[src/rtl/fwd_hazard_unit.sv]
module fwd_hazard_unit #(
  parameter int RW = 5
) (
  input  logic [RW-1:0] ex_rs_a,
  input  logic [RW-1:0] ex_rs_b,
  input  logic [RW-1:0] xm_rd,
  input  logic          xm_we,
  input  logic [RW-1:0] mw_rd,
  input  logic          mw_we,
  input  logic [RW-1:0] id_rs_a,
  input  logic [RW-1:0] id_rs_b,
  input  logic          dx_load,
  input  logic [RW-1:0] dx_rd,
  output logic [1:0]    sel_a,
  output logic [1:0]    sel_b,
  output logic          hold_front,
  output logic          insert_bubble
);
  localparam logic [RW-1:0] ZERO_REG = '0;
  localparam logic [1:0] SRC_RF = 2'b00;
  localparam logic [1:0] SRC_XM = 2'b10;
  localparam logic [1:0] SRC_MW = 2'b01;

  logic xm_live, mw_live;
  assign xm_live = xm_we && (xm_rd != ZERO_REG);
  assign mw_live = mw_we && (mw_rd != ZERO_REG);

  function automatic logic [1:0] pick(input logic [RW-1:0] src);
    if (xm_live && xm_rd == src)      pick = SRC_XM;
    else if (mw_live && mw_rd == src) pick = SRC_MW;
    else                              pick = SRC_RF;
  endfunction

  assign sel_a = pick(ex_rs_a);
  assign sel_b = pick(ex_rs_b);

  logic load_hit;
  assign load_hit = dx_load && (dx_rd != ZERO_REG) &&
                    ((dx_rd == id_rs_a) || (dx_rd == id_rs_b));

  assign hold_front    = load_hit;
  assign insert_bubble = load_hit;
endmodule

[config.mk]
export PLATFORM = sky130hd
export DESIGN_NAME = fwd_hazard_unit
export DESIGN_NICKNAME = d
export VERILOG_FILES = /design/src/rtl/fwd_hazard_unit.sv
export SDC_FILE = /design/constraint.sdc
export NUM_CORES = 1
export LEC_CHECK = 0
export BUFFER_PORTS_ARGS = -buffer_cell sky130_fd_sc_hd__buf_2
export CORE_AREA = 10 10 47 49
export DETAILED_ROUTE_END_ITERATION = 6
export DIE_AREA = 0 0 57 59
export GPL_TIMING_DRIVEN = 0
export PLACE_DENSITY = 0.8
export SLEW_MARGIN = 20
export SYNTH_ARGS = -nofsm -noshare
export SYNTH_HDL_FRONTEND = slang
export SYNTH_SLANG_ARGS = --single-unit
[constraint.sdc]
create_clock -name vclk -period 1.1
set_clock_uncertainty 0.1 [all_clocks]
set_input_delay 0.11 -clock vclk [all_inputs]
set_output_delay 0.11 -clock vclk [all_outputs]
set_load 0.05 [all_outputs]
---- Yosys cells after proc, flatten, opt, wreduce, memory -nomap -nowiden ----
Index checks and enable logic that the tools add are counted.
storage, ports and cells
  logic and storage cells ................. 22
  bits in registers ....................... 0
  output and inout port bits .............. 6
  input bits .............................. 38
cells by class
  mux-type cells .......................... 4
  reduce and logical (&&, ||, !) cells .... 12
  equal/unequal tests ..................... 6
operators with widths
  operator             number
  equality test 5 bit  6
  nonzero test 5 bit   3
  logical AND 1 bit    8
  two-way mux 2 bit    2
  two-way mux 1 bit    2
  logical OR 1 bit     1

---- Depth between registers and ports, before layout ----
  depth after elaboration ................. 5
  depth in mapped cells ................... 5
  mapped depth without buffers ............ 4

---- Worst setup path after synthesis ----
Ideal clock, no wire load.
  kind .................................... input to output
  from .................................... input xm_rd[4]
  to ...................................... output sel_a[0]
  cell stages on the path ................. 4
  slack ................................... -1538 ps
  arrival time ............................ 2428 ps
  path buffers ............................ 0
  data required time ...................... 890 ps
  path through ............................ or4_1 -> o21ai_2 -> nor4_1 -> nor4_2
between the ends
  word-level cells in the longest chain between the ends .. 4
  elaborated cells between the ends (all ways) .. 5
  those cells by class .................... eq/ne: 1; mux: 1; reduce/logical: 3
ends and longest elaborated chain
  what                 RTL line  source
  start: declaration   6         input logic [RW-1:0] xm_rd,
  nonzero test 5 bit   25        assign xm_live = xm_we && (xm_rd != ZERO_REG);
  logical AND 1 bit    25
  logical AND 1 bit *  29        if (xm_live && xm_rd == src) pick = SRC_XM;
  two-way mux 2 bit *  29
  end: declaration     14        output logic [1:0] sel_a,
Mark *: on every way between the ends. The rest lies on a longest branch, timed or not.

---- Worst setup path in the final report ----
  from .................................... input xm_rd[4]
  to ...................................... output sel_b[0]
between the ends
  word-level cells in the longest chain between the ends .. 4
  elaborated cells between the ends (all ways) .. 5
  those cells by class .................... eq/ne: 1; mux: 1; reduce/logical: 3
ends and longest elaborated chain
  what                 RTL line  source
  nonzero test 5 bit   25
  logical AND 1 bit    25
  logical AND 1 bit *  29
  two-way mux 2 bit *  29
  end: declaration     15        output logic [1:0] sel_b,
Marked as above.

==> impl_metrics.env <==
export IMPL_run_status="finished with violations"
export IMPL_failing_checks="setup timing"
export IMPL_fp_dieArea_mm2=0.003363
export IMPL_max_cap_violations=0
export IMPL_ys_top_cells_by_count="xor2_1 (20), xnor2_1 (10), or4_1 (5)"
export IMPL_power_static_leakage_nw=0.4091
export IMPL_finalSetupViolCount=6
export IMPL_avgRoutedWirePerCell_um=16.35
export IMPL_floorplan_die_width_um=57
export IMPL_synthXorXnorAreaFrac=0.6583
export IMPL_layout_area_overhead_vs_synth_pct=132.6
export IMPL_grt_setup_unrepaired="true"
export IMPL_clock_fmax_ghz=0.6038
export IMPL_ant_nets=0
export IMPL_critical_path_peak_fanout=2
export IMPL_syn_cell_area_um2=399.1
export IMPL_dr_max_layer_used="met3"
export IMPL_final_seq_area_um2=0
export IMPL_total_number_of_nets_in_the_final_design=138
export IMPL_post_synth_top_area_share=0.4389
export IMPL_synth_sequential_area_ratio=0
export IMPL_clock_power_share=0
export IMPL_fp_dieH_um=59
export IMPL_grt_pass1_vias=730
export IMPL_met1_length_um=601
export IMPL_netlist_instances=50
export IMPL_report_final_slew_viol_count=0
export IMPL_holdCritPathClass="in -> out"
export IMPL_area_fraction_in_compound_gates_after_synthesis=0.05956
export IMPL_hold_vio_cnt_final=0
export IMPL_crit_path_top_delay_cell="or4_4"
export IMPL_synth_top_area_cell="xor2_1"
export IMPL_swShare=0.4852
export IMPL_rows=14
export IMPL_internal_mw=0.1848
export IMPL_detailedPlace_worstSlack_ps=-693.4
export IMPL_crit_path_max_incr_delay_ps=530
export IMPL_synth_area_mux_share=0
export IMPL_worstSetupStartpointType="input pin"
export IMPL_period_share=1.506
export IMPL_grt_overflow=0
export IMPL_antenna_cells=0
export IMPL_main_combinational_cell_family_by_area_after_synthesis="XOR/XNOR gates"
export IMPL_number_of_top_level_pins=44
export IMPL_crit_path_end_kind="primary output"
export IMPL_grt_antenna_before_repair=0
export IMPL_syn_avg_cell_area_um2=7.983
export IMPL_worst_path_dominant_cell_family="simple AND/OR/NAND/NOR gates"
export IMPL_first_pass_grt_wire_length_um=3070
export IMPL_comb_power_share=1.000
export IMPL_syn_num_nets=88
export IMPL_hpwlAfterDp_um=1560
export IMPL_relSlewSlack=0.7774
export IMPL_maximum_resistive_drop_on_vdd_v=0.0002126
export IMPL_avgViaCountPerCell=5.018
export IMPL_detailed_routing_iteration_count_for_the_pre_antenna_repair_pass=1
export IMPL_buffer_ports_inserted=44
export IMPL_worst_slack_ps=-556.1
export IMPL_grt_max_degree=4
export IMPL_num_clock_buffers=0
export IMPL_initial_standard_cell_utilization_of_the_core=0.2848
export IMPL_first_iter_violations=0
export IMPL_critical_path_n_buffers_inverters=3
export IMPL_dr_vias=572
export IMPL_timing_worst_slew_pin_value_ps=331.4
export IMPL_pwr_share_seq=0
export IMPL_share_of_the_core_filled_with_cells_in_the_final_layout=0.6625
export IMPL_power_net_switching_mw=0.1742
export IMPL_required_ps=890
export IMPL_seq_cell_count=0
export IMPL_synthMostInstantiatedCell="xor2_1"
export IMPL_wl_met2_um=994
export IMPL_post_route_drc_count=0
export IMPL_routed_wirelength_um=1864
export IMPL_floorplan_core_area_mm2=0.001401
export IMPL_synth_fa_ha_area_frac=0
export IMPL_routabilityCongestion=0.7798
export IMPL_timing_critical_path_cells="buf_8, or4_4, o21ai_4, buf_6, nor4_4, nor4_4, buf_6"
export IMPL_grt_total_usage=0.1057
export IMPL_final_layout_size_suffix_gt1_frac=0.7041
export IMPL_worst_endpoint_arrival_ps=1450
export IMPL_cellPowerDensity_mw_per_mm2=386.7
export IMPL_finalCriticalPeriod_ps=1656
export IMPL_cell_types_with_the_largest_area_share_after_synthesis="xor2_1 (44%), xnor2_1 (22%), or4_1 (9.4%), nor4_2 (6.3%), nand3_1 (5.0%)"
export IMPL_yosys_cell_types_count=12
export IMPL_wl_met3_um=268
export IMPL_yosysWarningCount=0
export IMPL_post_synth_and_or_nand_nor_area_fraction=0.2633
export IMPL_fin_worst_hold_slack_ps=475.4
export IMPL_worstSetupPathType="in -> out"
-- power groups by stage --
stage                     registers [mW]  logic (mW)  clock network, mW
after global routing                   0       0.384                  0
after global placement                 0       0.289                  0
after detailed placement               0       0.299                  0
after CTS                              0       0.341                  0
final                                  0       0.359                  0
after floorplan                        0       0.166                  0
-- through the flow --
stage	total power, mW	setup TNS, ps	cell area [um^2]	instances
6_report	0.3590	-2413	928.4	114
5_1_grt	0.3842	-2612	928.4	114
4_1_cts	0.3408	-2528	888.4	114
3_5_place_dp	0.2994	-3049	762.0	110
3_3_place_gp	0.2892	-2898	762.0	110
2_1_floorplan	0.1660	-2056	521.8	50
-- kinds of logic after synthesis --
| logic type | after synthesis |
|---|---|
| xor+xnor | 30 |
| simple gates | 15 |
| compound gates | 4 |
| buf+inv | 1 |
-- area by class of cell --
cell class / instances / area, um^2
Tap cell: 16 / 20.02
Timing Repair Buffer: 48 / 352.8
Fill cell: 115 / 473.0
Buffer: 1 / 11.26
Multi-Input combinational cell: 49 / 544.3
-- path summary, 6_finish.rpt --
path	slack (ps)	end	cells past startpoint	start
max	-560	sel_b[0]	7	xm_rd[4]
min	480	hold_front	4	dx_load
-- tightest hold or removal path, cell delays in order --
cell	delay, ps
buf_2	110
o21ai_4	60
a21oi_4	40
buf_6	140
-- per-layer routing --
metal  global-route usage  up-vias
li1                     -      273
met5                    0        -
met4              0.01342        0
met1              0.09915      259
met2               0.2062       40
met3              0.05150        0
-- cells in the final DEF, fill, tap and decap left out, types with 4 or more instances in the layout --
cell and n:
nor4_4 4, buf_2 27, xnor2_2 6, xor2_1 20
or4_4 4, buf_6 9, buf_4 9, xnor2_1 4
buf_8 4
-- what timing repair did --
item                                    in CTS  in global routing
hold buffers                                 0                  0
pin swaps                                    8                  9
setup buffers                                4                  0
endpoints found under the setup margin       6                  6
gates resized for setup                     28                 12
cloned                                       0                  0
Power figures use the tool's default switching activity.
